File: config.mk
export PLATFORM = sky130hd
export DESIGN_NAME = frame_burst_tx
export DESIGN_NICKNAME = d
export VERILOG_FILES = /design/src/rtl/frame_pkg.sv /design/src/rtl/frame_bank.sv /design/src/rtl/frame_crc8.sv /design/src/rtl/frame_serializer.sv /design/src/rtl/frame_burst_tx.sv
export SDC_FILE = /design/constraint.sdc
export NUM_CORES = 2
export LEC_CHECK = 0
export BUFFER_PORTS_ARGS = -buffer_cell sky130_fd_sc_hd__buf_2
export CORE_ASPECT_RATIO = 0.9
export CORE_MARGIN = 2
export CORE_UTILIZATION = 45
export DETAILED_ROUTE_END_ITERATION = 10
export GPL_TIMING_DRIVEN = 0
export PLACE_DENSITY_LB_ADDON = 0.2
export SKIP_CTS_REPAIR_TIMING = 1
export SYNTH_ARGS = -nofsm -noshare
export SYNTH_HDL_FRONTEND = slang
export SYNTH_SLANG_ARGS = --single-unit
File: constraint.sdc
create_clock -name clk -period 6.25 [get_ports clk]
set_clock_uncertainty 0.2 [all_clocks]
set_input_delay 0 -clock clk [delete_from_list [all_inputs] [get_ports clk]]
set_output_delay 0 -clock clk [all_outputs]
set_load 0.02 [all_outputs]
File: src/rtl/frame_pkg.sv
package frame_pkg;
    localparam int FRAME_W  = 40;
    localparam int DATA_W   = 24;
    localparam int CRC_W    = 8;
    localparam int NUM_W    = 8;
    localparam int MSG_W    = FRAME_W - CRC_W;
    localparam int GAP_BITS = 2;
    localparam logic [CRC_W-1:0] CRC_POLY = 8'h07;

    typedef enum logic [1:0] {
        SQ_IDLE,
        SQ_PICK,
        SQ_WAIT,
        SQ_FIN
    } seq_state_t;

    typedef enum logic [2:0] {
        SR_IDLE,
        SR_START,
        SR_DATA,
        SR_STOP,
        SR_GAP
    } ser_state_t;
endpackage

File: src/rtl/frame_bank.sv
module frame_bank
    import frame_pkg::*;
#(
    parameter int NUM_FRAMES = 128,
    localparam int IW = (NUM_FRAMES > 1) ? $clog2(NUM_FRAMES) : 1
) (
    input  logic              clk,
    input  logic              rst_n,
    input  logic              wr_en,
    input  logic [IW-1:0]     wr_idx,
    input  logic [DATA_W-1:0] wr_data,
    input  logic              wr_enable,
    input  logic [IW-1:0]     rd_idx,
    output logic [DATA_W-1:0] rd_data,
    output logic              rd_enable
);
    logic [DATA_W-1:0]     payload [NUM_FRAMES];
    logic [NUM_FRAMES-1:0] enable_q;

    always_ff @(posedge clk or negedge rst_n) begin
        if (!rst_n) begin
            enable_q <= '0;
        end else if (wr_en && (int'(wr_idx) < NUM_FRAMES)) begin
            enable_q[wr_idx] <= wr_enable;
        end
    end

    always_ff @(posedge clk) begin
        if (wr_en && (int'(wr_idx) < NUM_FRAMES)) begin
            payload[wr_idx] <= wr_data;
        end
    end

    always_comb begin
        rd_data   = payload[rd_idx];
        rd_enable = enable_q[rd_idx];
    end
endmodule

File: src/rtl/frame_crc8.sv
module frame_crc8
    import frame_pkg::*;
(
    input  logic [MSG_W-1:0] msg,
    output logic [CRC_W-1:0] crc
);
    logic [CRC_W-1:0] stage [MSG_W+1];

    assign stage[0] = '0;

    for (genvar i = 0; i < MSG_W; i++) begin : g_step
        logic fb;
        assign fb = stage[i][CRC_W-1] ^ msg[MSG_W-1-i];
        assign stage[i+1] = {stage[i][CRC_W-2:0], 1'b0} ^ ({CRC_W{fb}} & CRC_POLY);
    end

    assign crc = stage[MSG_W];
endmodule

File: src/rtl/frame_serializer.sv
module frame_serializer
    import frame_pkg::*;
#(
    parameter int BIT_DIV = 10,
    localparam int CW = (BIT_DIV > 1) ? $clog2(BIT_DIV) : 1
) (
    input  logic               clk,
    input  logic               rst_n,
    input  logic               load,
    input  logic [FRAME_W-1:0] frame,
    output logic               line,
    output logic               done
);
    ser_state_t         state_q, state_d;
    logic [CW-1:0]      tick_q;
    logic [5:0]         bit_q;
    logic [FRAME_W-1:0] shreg_q;
    logic               tick_last;

    assign tick_last = (tick_q == CW'(BIT_DIV - 1));

    always_comb begin
        state_d = state_q;
        unique case (state_q)
            SR_IDLE:  if (load) state_d = SR_START;
            SR_START: if (tick_last) state_d = SR_DATA;
            SR_DATA:  if (tick_last && bit_q == 6'(FRAME_W - 1)) state_d = SR_STOP;
            SR_STOP:  if (tick_last) state_d = SR_GAP;
            SR_GAP:   if (tick_last && bit_q == 6'(GAP_BITS - 1)) state_d = SR_IDLE;
            default:  state_d = SR_IDLE;
        endcase
    end

    always_ff @(posedge clk or negedge rst_n) begin
        if (!rst_n) state_q <= SR_IDLE;
        else        state_q <= state_d;
    end

    always_ff @(posedge clk or negedge rst_n) begin
        if (!rst_n) begin
            tick_q  <= '0;
            bit_q   <= '0;
            shreg_q <= '0;
        end else if (state_q == SR_IDLE) begin
            tick_q <= '0;
            bit_q  <= '0;
            if (load) shreg_q <= frame;
        end else begin
            tick_q <= tick_last ? '0 : tick_q + 1'b1;
            if (tick_last) begin
                bit_q <= (state_d != state_q) ? '0 : bit_q + 1'b1;
                if (state_q == SR_DATA) shreg_q <= {shreg_q[FRAME_W-2:0], 1'b0};
            end
        end
    end

    always_comb begin
        unique case (state_q)
            SR_START: line = 1'b0;
            SR_DATA:  line = shreg_q[FRAME_W-1];
            default:  line = 1'b1;
        endcase
        done = (state_q == SR_GAP) && tick_last && (bit_q == 6'(GAP_BITS - 1));
    end

    assert_load_idle_R5: assert property (@(posedge clk) disable iff (!rst_n)
        load |-> state_q == SR_IDLE);
    assert_gap_high_R5: assert property (@(posedge clk) disable iff (!rst_n)
        (state_q == SR_STOP || state_q == SR_GAP) |=> line);
endmodule

File: src/rtl/frame_burst_tx.sv
module frame_burst_tx
    import frame_pkg::*;
#(
    parameter int NUM_FRAMES = 128,
    parameter int BIT_DIV    = 10,
    localparam int IW = (NUM_FRAMES > 1) ? $clog2(NUM_FRAMES) : 1
) (
    input  logic              clk,
    input  logic              rst_n,
    input  logic              wr_en,
    input  logic [IW-1:0]     wr_addr,
    input  logic [DATA_W-1:0] wr_data,
    input  logic              wr_enable,
    input  logic              cycle_start,
    output logic              ser_out,
    output logic              busy,
    output logic              data_valid,
    output logic              overrun
);
    localparam logic [IW-1:0] LAST_IDX = IW'(NUM_FRAMES - 1);

    seq_state_t         state_q, state_d;
    logic [IW-1:0]      idx_q;
    logic               overrun_q;
    logic [DATA_W-1:0]  slot_data;
    logic               slot_en;
    logic [NUM_W-1:0]   frame_num;
    logic [CRC_W-1:0]   crc;
    logic               load;
    logic               ser_done;
    logic               at_last;

    frame_bank #(.NUM_FRAMES(NUM_FRAMES)) u_bank (
        .clk       (clk),
        .rst_n     (rst_n),
        .wr_en     (wr_en),
        .wr_idx    (wr_addr),
        .wr_data   (wr_data),
        .wr_enable (wr_enable),
        .rd_idx    (idx_q),
        .rd_data   (slot_data),
        .rd_enable (slot_en)
    );

    always_comb begin
        frame_num = '0;
        frame_num[IW-1:0] = idx_q;
    end

    frame_crc8 u_crc (
        .msg (MSG_W'({frame_num, slot_data})),
        .crc (crc)
    );

    frame_serializer #(.BIT_DIV(BIT_DIV)) u_ser (
        .clk   (clk),
        .rst_n (rst_n),
        .load  (load),
        .frame ({frame_num, slot_data, crc}),
        .line  (ser_out),
        .done  (ser_done)
    );

    assign at_last = (idx_q == LAST_IDX);

    always_comb begin
        state_d = state_q;
        unique case (state_q)
            SQ_IDLE: if (cycle_start) state_d = SQ_PICK;
            SQ_PICK: begin
                if (slot_en)      state_d = SQ_WAIT;
                else if (at_last) state_d = SQ_FIN;
            end
            SQ_WAIT: if (ser_done) state_d = at_last ? SQ_FIN : SQ_PICK;
            SQ_FIN:  state_d = SQ_IDLE;
            default: state_d = SQ_IDLE;
        endcase
    end

    always_ff @(posedge clk or negedge rst_n) begin
        if (!rst_n) state_q <= SQ_IDLE;
        else        state_q <= state_d;
    end

    always_ff @(posedge clk or negedge rst_n) begin
        if (!rst_n) begin
            idx_q     <= '0;
            overrun_q <= 1'b0;
        end else begin
            if (state_q == SQ_IDLE && cycle_start) idx_q <= '0;
            else if (state_q == SQ_PICK && !slot_en && !at_last) idx_q <= idx_q + 1'b1;
            else if (state_q == SQ_WAIT && ser_done && !at_last) idx_q <= idx_q + 1'b1;

            if (cycle_start) overrun_q <= (state_q != SQ_IDLE);
        end
    end

    always_comb begin
        load       = (state_q == SQ_PICK) && slot_en;
        busy       = (state_q != SQ_IDLE);
        data_valid = (state_q == SQ_FIN);
        overrun    = overrun_q;
    end

    assert_line_idle_R1: assert property (@(posedge clk) disable iff (!rst_n)
        !busy |-> ser_out);
    assert_dv_single_R6: assert property (@(posedge clk) disable iff (!rst_n)
        data_valid |=> !data_valid);
    assert_overrun_set_R7: assert property (@(posedge clk) disable iff (!rst_n)
        (cycle_start && busy) |=> overrun);
    assert_no_restart_R7: assert property (@(posedge clk) disable iff (!rst_n)
        (cycle_start && busy && !data_valid) |=> busy);
    assert_busy_after_start_R9: assert property (@(posedge clk) disable iff (!rst_n)
        (cycle_start && !busy) |=> busy);
endmodule

# Yosys cells after proc, flatten, opt, wreduce, memory -nomap -nowiden
# Memory sizes are Yosys's and may differ from the RTL's.
# Cells that the tools add are included.
dict set report totals {
  reg_bits 191
  ram_bits 3072
  input_bits 36
  out_inout_bits 4
  word_cells 143
  n_memories 1
}
dict set report op_classes {
  n_addsub 3
  n_lt_le_gt_ge 3
  n_eq_ne 16
  muxes 32
  bitwise_logic 59
  n_reduce_logical 21
}
# memory words word_bits rd rd_ports_with_merged_regs write_ports line
set mem_list {}
lappend mem_list {u_bank.payload 128 24 1 0 1 frame_bank.sv:17} ;# logic [DATA_W-1:0] payload [NUM_FRAMES];
# operator n
set ops {}
lappend ops {{$xor 8x3->8} 29}
lappend ops {{$mux 40} 4}
lappend ops {{$bwmux 128} 1}
lappend ops {{$xor 1x1->1} 28}
lappend ops {{$mux 7} 3}
lappend ops {{$mux 6} 3}
lappend ops {{$lt 7x8->1 const B} 2}
lappend ops {{$mux 3} 5}
lappend ops {{$pmux 3 s5} 1}
lappend ops {{$logic_and 1x1->1} 11}
lappend ops {{$mux 2} 5}
lappend ops {{$mux 4} 2}
lappend ops {{$pmux 2 s4} 1}
lappend ops {{$add 7x1->7 const B} 1}
lappend ops {{$bmux 1 s7} 1}
lappend ops {{$demux 1 s7} 1}
lappend ops {{$eq 7x7->1 const B} 1}
lappend ops {{$ge 7x1->1 const B} 1}
lappend ops {{$add 6x1->6 const B} 1}
lappend ops {{$eq 3x2->1 const B} 2}
lappend ops {{$eq 6x1->1 const B} 1}
lappend ops {{$eq 6x6->1 const B} 1}
lappend ops {{$ne 2x2->1 const B} 3}
lappend ops {{$reduce_and 3->1} 2}
lappend ops {{other kinds (17)} 24}

# Depth between registers and ports, before layout
dict set report logic_depth {
  depth_word 60
  depth_mapped 20
  mapped_depth_nobuf 12
}

# By module
# A second synthesis with hierarchy kept.
dict set report unflattened {
  cells_unflattened 5210
  area_unflattened_um2 126662.7
}
# module n_inst cells_per_inst area_per_inst_um2 seq_area_each_um2
set by_module_without_submodules {}
lappend by_module_without_submodules {frame_bank 1 4836 122612.6 95451.5}
lappend by_module_without_submodules {frame_serializer 1 256 2655.0 1326.3}
lappend by_module_without_submodules {frame_crc8 1 62 868.3 0.0}
lappend by_module_without_submodules {frame_burst_tx 1 56 526.8 250.2}

# Worst setup path before layout
# No wires, ideal clock.
dict set report synth_timing {
  path_kind {register to register}
  startpoint {reg idx_q[0]}
  endpoint {reg u_ser.shreg_q[3]}
  setup_time_ns 0.140
  arrival_time_ns 4.031
  required_time_ns 5.910
  setup_slack_ns 1.879
  path_stages_with_launch 16
  path_buffers 6
  synth_period_minus_slack_ns 4.371
  cell_sequence {dfrtp_1 buf_6 buf_6 buf_6 buf_6 buf_4 buf_2 mux4_2 mux4_2 mux4_2 mux2i_1 xnor2_1 xnor3_1 xnor2_1 xnor2_1 o221ai_1}
}
dict set report synth_between {
  elab_chain_len 31
  elab_cells_between_ends 53
  classes_between {eq/ne (1); mux (4); bitwise (45); reduce/logical (2); memory (1)}
}
# element line
set synth_rtl {}
lappend synth_rtl {{from (decl)} frame_burst_tx.sv:23} ;# logic [IW-1:0] idx_q;
lappend synth_rtl {{from (signal assigned)} frame_burst_tx.sv:91} ;# else if (state_q == SQ_PICK && !slot_en && !at_last) idx_q <= idx_q + 1'b1;
lappend synth_rtl {{from (signal assigned)} frame_burst_tx.sv:92} ;# else if (state_q == SQ_WAIT && ser_done && !at_last) idx_q <= idx_q + 1'b1;
lappend synth_rtl {{$mem_v2 128x24 / $xor 1x1->1 (equally long branches)} --}
lappend synth_rtl {{$xor 1x1->1 / $xor 8x3->8 (equally long branches)} {frame_crc8.sv:13, frame_crc8.sv:14}}
lappend synth_rtl {{$xor 8x3->8 (5 in a row)} frame_crc8.sv:14} ;# assign stage[i+1] = {stage[i][CRC_W-2:0], 1'b0} ^ ({CRC_W{fb}} & CRC_POLY);
lappend synth_rtl {{$xor 8x3->8 / $xor 1x1->1 (equally long branches)} {frame_crc8.sv:14, frame_crc8.sv:13}}
lappend synth_rtl {{$xor 1x1->1 / $xor 8x3->8 (equally long branches)} {frame_crc8.sv:13, frame_crc8.sv:14}}
lappend synth_rtl {{$xor 8x3->8 / $xor 1x1->1 (equally long branches) (2 in a row)} {frame_crc8.sv:14, frame_crc8.sv:13}}
lappend synth_rtl {{$xor 8x3->8 (4 in a row)} frame_crc8.sv:14}
lappend synth_rtl {{$xor 1x1->1 / $xor 8x3->8 (equally long branches)} {frame_crc8.sv:13, frame_crc8.sv:14}}
lappend synth_rtl {{$xor 8x3->8 / $xor 1x1->1 (equally long branches) (4 in a row)} {frame_crc8.sv:14, frame_crc8.sv:13}}
lappend synth_rtl {{$xor 8x3->8 (4 in a row)} frame_crc8.sv:14}
lappend synth_rtl {{$xor 1x1->1 / $xor 8x3->8 (equally long branches)} {frame_crc8.sv:13, frame_crc8.sv:14}}
lappend synth_rtl {{$xor 8x3->8 / $xor 1x1->1 (equally long branches) (2 in a row)} {frame_crc8.sv:14, frame_crc8.sv:13}}
lappend synth_rtl {{$xor 8x3->8 (2 in a row)} frame_crc8.sv:14}
lappend synth_rtl {{$mux 40} frame_serializer.sv:47} ;# if (load) shreg_q <= frame;
lappend synth_rtl {{$mux 40} frame_serializer.sv:44} ;# end else if (state_q == SR_IDLE) begin
lappend synth_rtl {{to (signal assigned)} frame_serializer.sv:47}
lappend synth_rtl {{to (signal assigned)} frame_serializer.sv:52} ;# if (state_q == SR_DATA) shreg_q <= {shreg_q[FRAME_W-2:0], 1'b0};
lappend synth_rtl {{to (decl)} frame_serializer.sv:17} ;# logic [FRAME_W-1:0] shreg_q;
# Several ways; a longest one is shown, not always the timed one. The select of a mux whose other input is x is not followed.
# A chain may end at the register's enable or synchronous reset.

# Worst setup path after layout
dict set report layout_timing {
  startpoint {reg idx_q[4]}
  endpoint {reg u_ser.shreg_q[5]}
}
dict set report layout_between {
  elab_chain_len 36
  elab_cells_between_ends 55
  classes_between {eq/ne (1); mux (4); bitwise (47); reduce/logical (2); memory (1)}
}
# element
set layout_rtl {}
lappend layout_rtl {{branches (longest 36 deep; another with $mem_v2 128x24)}}
# Several ways; the timed one is not identified. The select of a mux whose other input is x is not followed.

==> reports/results.tsv <==
stage	metric	value	unit
routing	Routed wire per std cell	49.30	microns
grt	total track usage	0.3553	
logic_synthesis	Mapped Cells	5661	
floorplan	std cell rows	185	
worst_setup_path	Reg2Reg Depth	13	
worst_setup_path	Startpoint Class	flop	
placement	port buffer count	36	
clocking	H-tree depth	5	
worst_setup_path	WS Path Type	reg2reg	
pwr	Lkg Pwr	48.48	nW
floorplan	Core Region	281900	sq um
clocking	Clock Latency Late Sink	0.90	ns
worst_hold_path	HP Class	in2reg	
pwr	internal power	0.04436	W
clocking	clock tree buffer depth	4	
pwr	Seq pwr share	0.367	
floorplan	Die Footprint	287500	sq um
logic_synthesis	synth top area cells	edfxtp_1, mux4_2, dfrtp_1, mux2i_1, mux2_2	
timing	unrepaired setup endpoints after global routing	true	
timing	worst setup margin	-0.3663	ns
routing	DR iter-0 viols	16060	
timing	final setup fails	7	
grt	global-route wire length before repair	656100	microns
routing	# DRC	0	
worst_setup_path	top fanout value on the critical path	10	
placement	Area after DPL	139700	sq um
pwr	Sw Pwr	0.02197	W
floorplan	Die H	508.9	microns
run	maxcap violations	3	
floorplan	Die W	565.0	microns
placement	gpl congestion	0.9491	
timing	fmax	0.1511	GHz
floorplan	Starting Density	0.4520	
logic_synthesis	Yosys reg bits	3263	
layout	area of the multi-input gates	29690	sq um
logic_synthesis	FFs w/ async S/R, synth	0.05854	
clocking	clk slew on worst S/H paths	0.07	ns
pwr	PD cells	440.0	nW/um^2
layout	# fillers	21370	
timing	Period minus WS final	6.616	ns
logic_synthesis	register area share after synthesis	0.7613	
routing	via/cell ratio	7.020	
pwr	Pwr Total	0.06632	W
layout	design area	150700	sq um
timing	slew at the pin with the worst max-slew slack	1.724	ns
layout	Final Instance Count excl. Fillers	10410	
logic_synthesis	Post-Synthesis Cell Area	127400	sq um
logic_synthesis	Synth Area per Inst	22.51	sq um
clocking	clk sinks	3263	
layout	FF+latch area	97030	sq um
logic_synthesis	post-synthesis cell type count	62	
grt	vias in the first global route	67250	
timing	Slew HR	-0.1537	
logic_synthesis	Ys Warns	0	
layout	area grow syn2layout	18.28	%
layout	layout cell share with drive strength beyond 1	0.3326	
routing	Post-Route WL	513200	microns
timing	Fin Hold WS	-0.001875	ns
timing	setup_tns	-1.262	ns
outcome	failing checks	negative hold slack, max-capacitance violations, max-slew violations, negative setup slack	
worst_setup_path	worst path required time	6.77	ns
pwr	Clk pwr share	0.285	
placement	dpl hpwl	353100	microns
routing	post-route ant nets	0	
placement	DP Cell Count	9744	
layout	Final nets	6454	
worst_setup_path	crit end category	flop	
pwr	peak supply drop	1227	uV
grt	initial antenna violation count	32	
outcome	status	complete, but fails checks	
floorplan	I/O pin cnt	40	
logic_synthesis	syn_nets	5706	
timing	max-slew violation count	15	
grt	total gr overflow	0	
grt	largest net degree at the start of global routing	129	
pwr	Comb pwr share	0.348	
logic_synthesis	Post-synth EDFFs	3072	
logic_synthesis	Synth top area share	0.7238	
worst_setup_path	Data arrival, critical path	7.13	ns
worst_hold_path	Hold Path Cell Cnt	3	
timing	period utilization	1.059	
routing	drt pass-1 iters	7	
clocking	CTS root buf	clkbuf_16	
clocking	Inserted Clock Buffers	333	
timing	final hold vios	1	
clocking	TritonCTS clock tree	yes	
pwr	Net Sw Frac	0.3312	
logic_synthesis	Main synth FF type	edfxtp_1	
routing	vias	73070	
logic_synthesis	Yosys top cell by area	edfxtp_1	
## synth_stat cells, drive strengths merged (10+ instances only)
master  count
edfxtp   3072
mux4      900
buf       209
nor2      208
mux2i     198
dfrtp     191
nand2     163
mux2      132
clkbuf    102
a22oi      63
o21ai      59
xnor2      44
a21oi      42
nand3      38
nor2b      27
xor2       20
nand4      15
a32oi      14
nor3       14
a211oi     13
a221oi     13
o22ai      12
and2       11
inv        10
## critical path, cell delays in order (launching register included)
cell      delay [ns]
dfrtp_1         0.41
clkbuf_1        0.42
inv_1           0.54
buf_2           0.70
buf_2           0.84
clkbuf_2        0.72
mux2i_1         0.63
a32oi_1         0.14
nand2_2         0.41
xnor2_1         0.17
xnor3_1         0.33
xnor3_1         0.43
xnor2_1         0.21
o221ai_1        0.16
## metrics by stage
stage          utilization  worst slack (ns)
6_report            0.5347           -0.3663
5_1_grt             0.5346          -0.06261
4_1_cts             0.5307            -1.531
3_5_place_dp        0.4955            -1.461
3_3_place_gp        0.4693            -3.731
2_1_floorplan            -             1.879
## sequential cells by signal, indices dropped and copies added, names as in the netlist
signal and flops:
u_ser.shreg_q 40, u_ser.state_q 3, u_ser.bit_q 6, state_q 2, u_bank.enable_q 128, u_ser.tick_q 4, u_bank.payload 3072, overrun 1
idx_q 7
## layout by cell type (no fill, tap or decap), types with 19 or more instances in the layout
cell type      instances
xnor2_1               43
buf_16                57
xor2_1                19
buf_6                 67
a21oi_1               40
mux2_2               132
clkbuf_16            339
edfxtp_1            3072
dfrtp_1              188
buf_4                 85
mux2i_1              189
clkbuf_4              44
mux4_2               900
clkbuf_1             140
nor2_4               124
nor2_1                80
clkbuf_2              37
nor2b_1               26
nand2_1              162
dlygate4sd3_1         63
clkinv_1              77
nand3_1               38
buf_12               227
o21ai_0               55
clkinv_2              48
buf_2                 68
a22oi_1               63
## final cells by class
cell class                      instances  area share
Inverter                               10   0.0002490
Antenna cell                           14   0.0002324
Clock inverter                        158    0.007205
Clock buffer                          424     0.05872
Tap cell                             3740     0.03104
Multi-Input combinational cell       2077      0.1969
Sequential cell                      3263      0.6437
Buffer                                308     0.01313
Timing Repair Buffer                  416     0.04879
## per-layer routing
layer / share of wire / vias up / track usage / wire (microns)
met5: 0.0011 / - / 0.001000 / 558
met3: 0.17 / 1436 / 0.1468 / 86350
met2: 0.41 / 7090 / 0.4922 / 212900
li1: - / 25370 / - / -
met4: 0.063 / 20 / 0.1730 / 32130
met1: 0.35 / 39160 / 0.4855 / 181200
## logic make-up after synthesis
| kind of cell | count (synthesis) | share of synthesized area |
|---|---|---|
| adder cells (fa/ha/maj) | 9 | 0.0008836 |
| AO/OA/AOI/OAI | 254 | 0.01345 |
| flip-flops | 3263 | 0.7613 |
| buffers and inverters | 321 | 0.01426 |
| multiplexers | 1230 | 0.1865 |
| AND/OR/NAND/NOR | 511 | 0.01751 |
| XOR/XNOR | 73 | 0.006107 |
## power by group through the flow
stage	logic, W	clock network [W]	registers (W)
floorplan	0.0143	0	0.0247
global placement	0.0219	0	0.0248
detailed placement	0.0222	0	0.0248
CTS	0.0223	0.0188	0.0243
global route	0.0235	0.0197	0.0244
finish	0.0231	0.0189	0.0244
## final timing paths
path,to,startpoint,slack [ns]
worst max-delay path,u_ser.shreg_q[5],idx_q[4],-0.37
worst min-delay path,u_bank.payload[48][10],wr_data[10],-0.002
worst max register to register,u_ser.shreg_q[5],idx_q[4],-0.37
worst min register to register,u_ser.shreg_q[27],u_ser.shreg_q[27],0.28
max in group asynchronous,idx_q[2],rst_n,4.55
min in group asynchronous,u_bank.enable_q[119],rst_n,0.18
Note: power is estimated with default switching activity, not from simulation.
